<file path="config.mk">
export PLATFORM = sky130hd
export DESIGN_NAME = booth_mult
export DESIGN_NICKNAME = d
export VERILOG_FILES = /design/src/rtl/booth_pkg.sv /design/src/rtl/booth_recode.sv /design/src/rtl/booth_addsub.sv /design/src/rtl/booth_ashr.sv /design/src/rtl/booth_mult.sv
export SDC_FILE = /design/constraint.sdc
export NUM_CORES = 1
export LEC_CHECK = 0
export ABC_AREA = 1
export BUFFER_PORTS_ARGS = -buffer_cell sky130_fd_sc_hd__buf_2
export CAP_MARGIN = 30
export CORE_ASPECT_RATIO = 0.7
export CORE_MARGIN = 2
export CORE_UTILIZATION = 49
export CTS_CLUSTER_DIAMETER = 50
export DETAILED_ROUTE_END_ITERATION = 16
export HOLD_SLACK_MARGIN = 0.02
export PLACE_DENSITY = 0.74
export SLEW_MARGIN = 20
export SYNTH_ARGS = -nofsm -noshare
export SYNTH_HDL_FRONTEND = slang
export SYNTH_SLANG_ARGS = --single-unit
</file>
<file path="constraint.sdc">
create_clock -name clk -period 2 [get_ports clk]
set_clock_uncertainty 0.1 [all_clocks]
set_input_delay 0.1 -clock clk [delete_from_list [all_inputs] [get_ports clk]]
set_output_delay 0.1 -clock clk [all_outputs]
set_load 0.01 [all_outputs]
</file>
<file path="src/rtl/booth_pkg.sv">
package booth_pkg;

    typedef enum logic [1:0] {
        ST_IDLE = 2'd0,
        ST_RUN  = 2'd1,
        ST_DONE = 2'd2
    } state_e;

    typedef enum logic [1:0] {
        OP_KEEP = 2'd0,
        OP_ADD  = 2'd1,
        OP_SUB  = 2'd2
    } op_e;

endpackage

</file>
<file path="src/rtl/booth_recode.sv">
module booth_recode
    import booth_pkg::*;
(
    input  logic q_lsb,
    input  logic q_prev,
    output op_e  op
);
    always_comb begin
        unique case ({q_lsb, q_prev})
            2'b10:   op = OP_SUB;
            2'b01:   op = OP_ADD;
            default: op = OP_KEEP;
        endcase
    end
endmodule

</file>
<file path="src/rtl/booth_addsub.sv">
module booth_addsub
    import booth_pkg::*;
#(
    parameter int AW = 5
) (
    input  logic [AW-1:0] acc,
    input  logic [AW-1:0] mcand_ext,
    input  op_e           op,
    output logic [AW-1:0] result
);
    always_comb begin
        unique case (op)
            OP_ADD:  result = acc + mcand_ext;
            OP_SUB:  result = acc - mcand_ext;
            default: result = acc;
        endcase
    end
endmodule

</file>
<file path="src/rtl/booth_ashr.sv">
module booth_ashr #(
    parameter int AW = 5,
    parameter int QW = 4
) (
    input  logic [AW-1:0] acc_in,
    input  logic [QW-1:0] q_in,
    output logic [AW-1:0] acc_out,
    output logic [QW-1:0] q_out,
    output logic          q_prev_out
);
    always_comb begin
        acc_out    = {acc_in[AW-1], acc_in[AW-1:1]};
        q_out      = {acc_in[0], q_in[QW-1:1]};
        q_prev_out = q_in[0];
    end
endmodule

</file>
<file path="src/rtl/booth_mult.sv">
module booth_mult
    import booth_pkg::*;
#(
    parameter int WIDTH = 4
) (
    input  logic               clk,
    input  logic               rst_n,
    input  logic               start,
    input  logic [WIDTH-1:0]   mcand,
    input  logic [WIDTH-1:0]   mplier,
    output logic               busy,
    output logic               done,
    output logic [2*WIDTH-1:0] product
);
    localparam int AW = WIDTH + 1;
    localparam int CW = $clog2(WIDTH + 1);
    localparam logic [CW-1:0] LAST_STEP = CW'(WIDTH - 1);

    typedef struct packed {
        state_e          st;
        logic [AW-1:0]   acc;
        logic [WIDTH-1:0] q;
        logic            q_prev;
        logic [WIDTH-1:0] m;
        logic [CW-1:0]   step;
    } regs_t;

    regs_t r_q, r_d;

    op_e             step_op;
    logic [AW-1:0]   acc_mod;
    logic [AW-1:0]   acc_sh;
    logic [WIDTH-1:0] q_sh;
    logic            q_prev_sh;

    booth_recode u_recode (
        .q_lsb  (r_q.q[0]),
        .q_prev (r_q.q_prev),
        .op     (step_op)
    );

    booth_addsub #(.AW(AW)) u_addsub (
        .acc       (r_q.acc),
        .mcand_ext ({r_q.m[WIDTH-1], r_q.m}),
        .op        (step_op),
        .result    (acc_mod)
    );

    booth_ashr #(.AW(AW), .QW(WIDTH)) u_ashr (
        .acc_in     (acc_mod),
        .q_in       (r_q.q),
        .acc_out    (acc_sh),
        .q_out      (q_sh),
        .q_prev_out (q_prev_sh)
    );

    always_comb begin
        r_d = r_q;
        unique case (r_q.st)
            ST_IDLE: begin
                if (start) begin
                    r_d.st     = ST_RUN;
                    r_d.acc    = '0;
                    r_d.q      = mplier;
                    r_d.q_prev = 1'b0;
                    r_d.m      = mcand;
                    r_d.step   = '0;
                end
            end
            ST_RUN: begin
                r_d.acc    = acc_sh;
                r_d.q      = q_sh;
                r_d.q_prev = q_prev_sh;
                r_d.step   = r_q.step + 1'b1;
                if (r_q.step == LAST_STEP) begin
                    r_d.st = ST_DONE;
                end
            end
            default: begin
                r_d.st = ST_IDLE;
            end
        endcase
    end

    always_ff @(posedge clk or negedge rst_n) begin
        if (!rst_n) begin
            r_q <= '{st: ST_IDLE, default: '0};
        end else begin
            r_q <= r_d;
        end
    end

    assign busy    = (r_q.st == ST_RUN);
    assign done    = (r_q.st == ST_DONE);
    assign product = {r_q.acc[WIDTH-1:0], r_q.q};

endmodule

</file>
# Yosys cells after proc, flatten, opt, wreduce, memory -nomap -nowiden
# Cells that the tools add are included.
dict set report classes {
  n_addsub 3
  eq_ne 9
  mux 7
  reduce_logical 5
}
# operator count
set ops {}
lappend ops {{case mux 10 bit (2 select lines)} 1}
lappend ops {{two-way mux 19 bit} 1}
lappend ops {{case mux 5 bit (2 select lines)} 1}
lappend ops {{case mux 2 bit (2 select lines)} 2}
lappend ops {{equality test 2 x 1 -> 1 bit, second input constant} 3}
lappend ops {{equality test 2 bit, second input constant} 3}
lappend ops {{case mux 3 bit (2 select lines)} 1}
lappend ops {{AND reduction 2 bit} 3}
lappend ops {{adder 5 bit} 1}
lappend ops {{subtractor 5 bit} 1}
lappend ops {{adder 3 x 1 -> 3 bit, second input constant} 1}
lappend ops {{equality test 3 x 2 -> 1 bit, second input constant} 1}
lappend ops {{zero test 2 bit} 1}
lappend ops {{two-way mux 2 bit} 1}
lappend ops {{!= test 2 x 1 -> 1 bit, second input constant} 1}
lappend ops {{!= test 2 bit, second input constant} 1}
lappend ops {{nonzero test 2 bit} 1}
dict set report word_totals {
  register_bits 19
  out_inout_bits 10
  word_cells 30
}

# Longest topological paths before layout
dict set report depth {
  word_depth 5
  depth_mapped 12
}

# By module
# Synthesis repeated with hierarchy kept, for this count alone.
dict set report unflattened {
  hier_cells 180
  area_unflattened_um2 1347.5
}
# module n_inst cells_per_inst area_per_inst_um2
set modules_own_cells {}
lappend modules_own_cells {booth_mult 1 104 919.6}
lappend modules_own_cells {booth_addsub 1 62 337.8}
lappend modules_own_cells {booth_ashr 1 10 75.1}
lappend modules_own_cells {booth_recode 1 4 15.0}

# Worst setup path after synthesis
# OpenSTA, ideal clock, no wires.
dict set report synth_path {
  path_type {register -> register}
  startpoint {reg r_q (netlist bit product[0])}
  endpoint {reg r_q (netlist bit product[7])}
  setup_ns 0.117
  t_arrival_ns 1.757
  required_time_ns 1.783
  path_slack_ns 0.026
  stages_incl_launch_ff 11
  period_less_slack_ns 1.974
  path_cell_list {dfrtp_1 > ha_1 > a31oi_1 > xor2_1 > inv_1 > ha_1 > a21oi_1 > nor2b_1 > nand3_1 > nand3_1 > nand2_1}
}
dict set report synth_via {
  elab_chain_cells 5
  word_cells_on_any_way 7
  classes_between {eq/ne: 4; mux: 3}
}
# element line
set synth_lines {}
lappend synth_lines {{start, declared} booth_mult.sv:28} ;# regs_t r_q, r_d;
lappend synth_lines {{start signal, assigned} booth_mult.sv:89} ;# r_q <= r_d;
lappend synth_lines {{equality test 2 x 1 -> 1 bit or equality test 2 bit (tied branches)} booth_recode.sv:9} ;# unique case ({q_lsb, q_prev})
lappend synth_lines {{case mux 2 bit (2 select lines) *} booth_recode.sv:9}
lappend synth_lines {{equality test 2 bit or equality test 2 x 1 -> 1 bit (tied branches)} booth_addsub.sv:12} ;# unique case (op)
lappend synth_lines {{case mux 5 bit (2 select lines) *} booth_addsub.sv:12}
lappend synth_lines {{case mux 10 bit (2 select lines) *} booth_mult.sv:59} ;# unique case (r_q.st)
# Mark *: on every way between the ends. The rest lies on a longest branch, timed or not.
# A chain may end at the register's enable or synchronous reset.

# Worst setup path in the final report
dict set report layout_path {
  startpoint {reg r_q[7] in the netlist's numbering}
  endpoint {reg r_q (netlist bit product[6])}
}
# The elaborated chain is that of the path after synthesis.

==> run summary <==
status: finished, violations left
failing checks: negative setup slack
Cells after DPL: 182
Hold Vio Cnt, Final: 0
RSZ-0062 raised after global routing: yes
Non-Filler Instances: 196
global-route usage over all layers: 20.7%
FF+latch area: 450 um^2
DRC errors left: 0
Final HPWL DP: 1850 um
I/O pins: 21
cells after synthesis: 134
# rows: 14
first-pass GRT wire length: 4370 um
Mapped Area: 1160 um^2
Total Wirelength: 2730 um
final slew viol count: 0
EDFF count, synth: 0
synth top area cells: dfrtp_1, ha_1, nand2_1
H-tree depth: 1
worst-path fanout max: 4
DR vias: 991
final-stage net count: 186
Pre-antenna DRT Iters: 4
Initial Util: 53.1%
Net Count, Synth: 154
Syn Area/Cell: 8.67 um^2
Ys Warns: 0
clock-pin slew on the worst setup and hold paths: 0.10 ns
post-synthesis cell type count: 28
CP Class: reg -> reg
Final Setup Violations: 1
First DRT Iteration DRCs: 63
Fill cells: 165
worst-margin pin slew: 0.655 ns
share of layout cells above drive strength 1: 40.9%
global route overflow: 0
CTS Buf Count: 3
most frequent cell after synthesis: nand2_1
initial antenna violation count: 0
Layout area overhead: 29.6%
Most used DFF post-synth: dfrtp_1
clock sink count: 18
worst hold slack: 0.0387 ns
placed cell areas: 1270 um^2
area occupied by multi-input gates: 684 um^2
die area: 2780 um^2
crit end category: flop
post-route ant nets: 0
Die H: 44.8 um
Arr. time, crit path: 2.23 ns
clk_lat worst skew: 0.30 ns
largest area contributor in the netlist: dfrtp_1
flops & latches, synth: 18
pin count of the biggest net entering global routing: 19
drt wl/cell: 13.9 um
Relative slew margins: 56.3%
final worst slack: -0.0858 ns
WP data required: 2.14 ns
Yosys top cell area share: 38.8%
Max clock buf depth: 2
asr flop ratio synth: 100%
Finished Cell Area: 1510 um^2
vias in the first global route: 969
min cycle time layout: 2.09 ns
pre-CTS worst setup slack: -0.187 ns
critical path launch point type: flop
CTS tree: yes
Max-cap violations: 0
HP Class: in -> reg
CTS Root Cell: clkbuf_4
Synth top cells by count: nand2_1, dfrtp_1, nor2_1
Die X: 62.2 um
sequential-to-total area share from yosys stat: 38.8%
n_diodes: 0
Max Freq: 0.479 GHz
core area: 2190 um^2
DR vias/cell: 5.06
GPL Wtd Cong: 0.832
Period Utilization, post-route: 104%
IO buf count: 20
-- metal layers --
layer	routed length (um)	GRT usage, %	part of all wire (%)	vias up
li1	-	-	-	493
met3	134	6.23	4.9	10
met2	1290	37.2	47	36
met5	0	0	0	-
met1	1240	25.1	45	452
met4	73	5.33	2.7	0
-- registers in the layout (all words and copies together) (netlist names) --
signal   flops
r_q         10
product      8
-- cell usage in the layout, fill, tap and decap left out, drive strengths merged --
cell / count
nand3b: 2
o21ai: 8
o22ai: 3
inv: 17
a31oi: 1
or2: 1
clkbuf: 3
buf: 28
xor2: 2
nor3: 2
dfrtp: 18
fa: 1
nor2: 18
a22oi: 2
nand2: 23
o221ai: 1
a22o: 1
a21oi: 8
nor2b: 1
nand3: 7
ha: 8
o211ai: 1
dlygate4sd3: 8
-- kinds of logic (layout without fill, tap and decap cells) --
kind of cell,Yosys count,in the layout,synth area share (%)
xor gates and xnor gates,2,2,1.51
DFF,18,18,38.8
and+or+nand+nor,54,54,22.9
buffers and inverters,26,56,12.1
AOI/OAI and AO/OA,25,25,14.4
adders and majority gates,9,9,10.3
-- metrics by stage --
step	TNS (ns)	util [%]
after CTS	-0.00658	63.9
after global placement	0	57.9
after detailed placement	-0.187	57.9
final	-0.0858	68.8
after floorplan	0	-
after global routing	-0.233	68.8
-- worst max-delay path, stage by stage (launching register included) --
cell,delay (ns)
dfrtp_1,0.40
inv_2,0.08
ha_4,0.17
buf_4,0.12
nor2_2,0.04
a22oi_2,0.20
ha_4,0.25
buf_4,0.13
nand3b_1,0.10
nand2_1,0.09
nand2_1,0.12
nand3_1,0.10
a21oi_2,0.12
-- worst paths after layout --
kind	startpoint	endpoint	slack, ns	cells past startpoint
min in group asynchronous	rst_n	product[0]	0.15	2
worst max-delay path	r_q[7]	product[6]	-0.09	12
worst max register to register	r_q[7]	product[6]	-0.09	12
worst min-delay path	start	product[2]	0.04	3
worst min register to register	r_q[18]	r_q[18]	0.35	1
max in group asynchronous	rst_n	r_q[0]	1.35	2
-- final cells by class --
cell class,count,area share [%]
multi-input combinational,90,45.4
sequential,18,29.9
timing repair buffer,36,15.9
inverter,17,4.57
tap,32,2.66
clock buffer,3,1.50
-- timing repair --
action / 4_1_cts / 5_1_grt
endpoints found under the setup margin: 2 / 3
hold endpoints to repair: 25 / 0
pin swaps: 0 / 7
setup buffers: 0 / 3
hold buffers: 8 / 0
gates resized for setup: 6 / 18
Power is left out: the tool's default activity adds up to more than one toggle a clock period on the data nets, which glitch-free logic cannot reach.
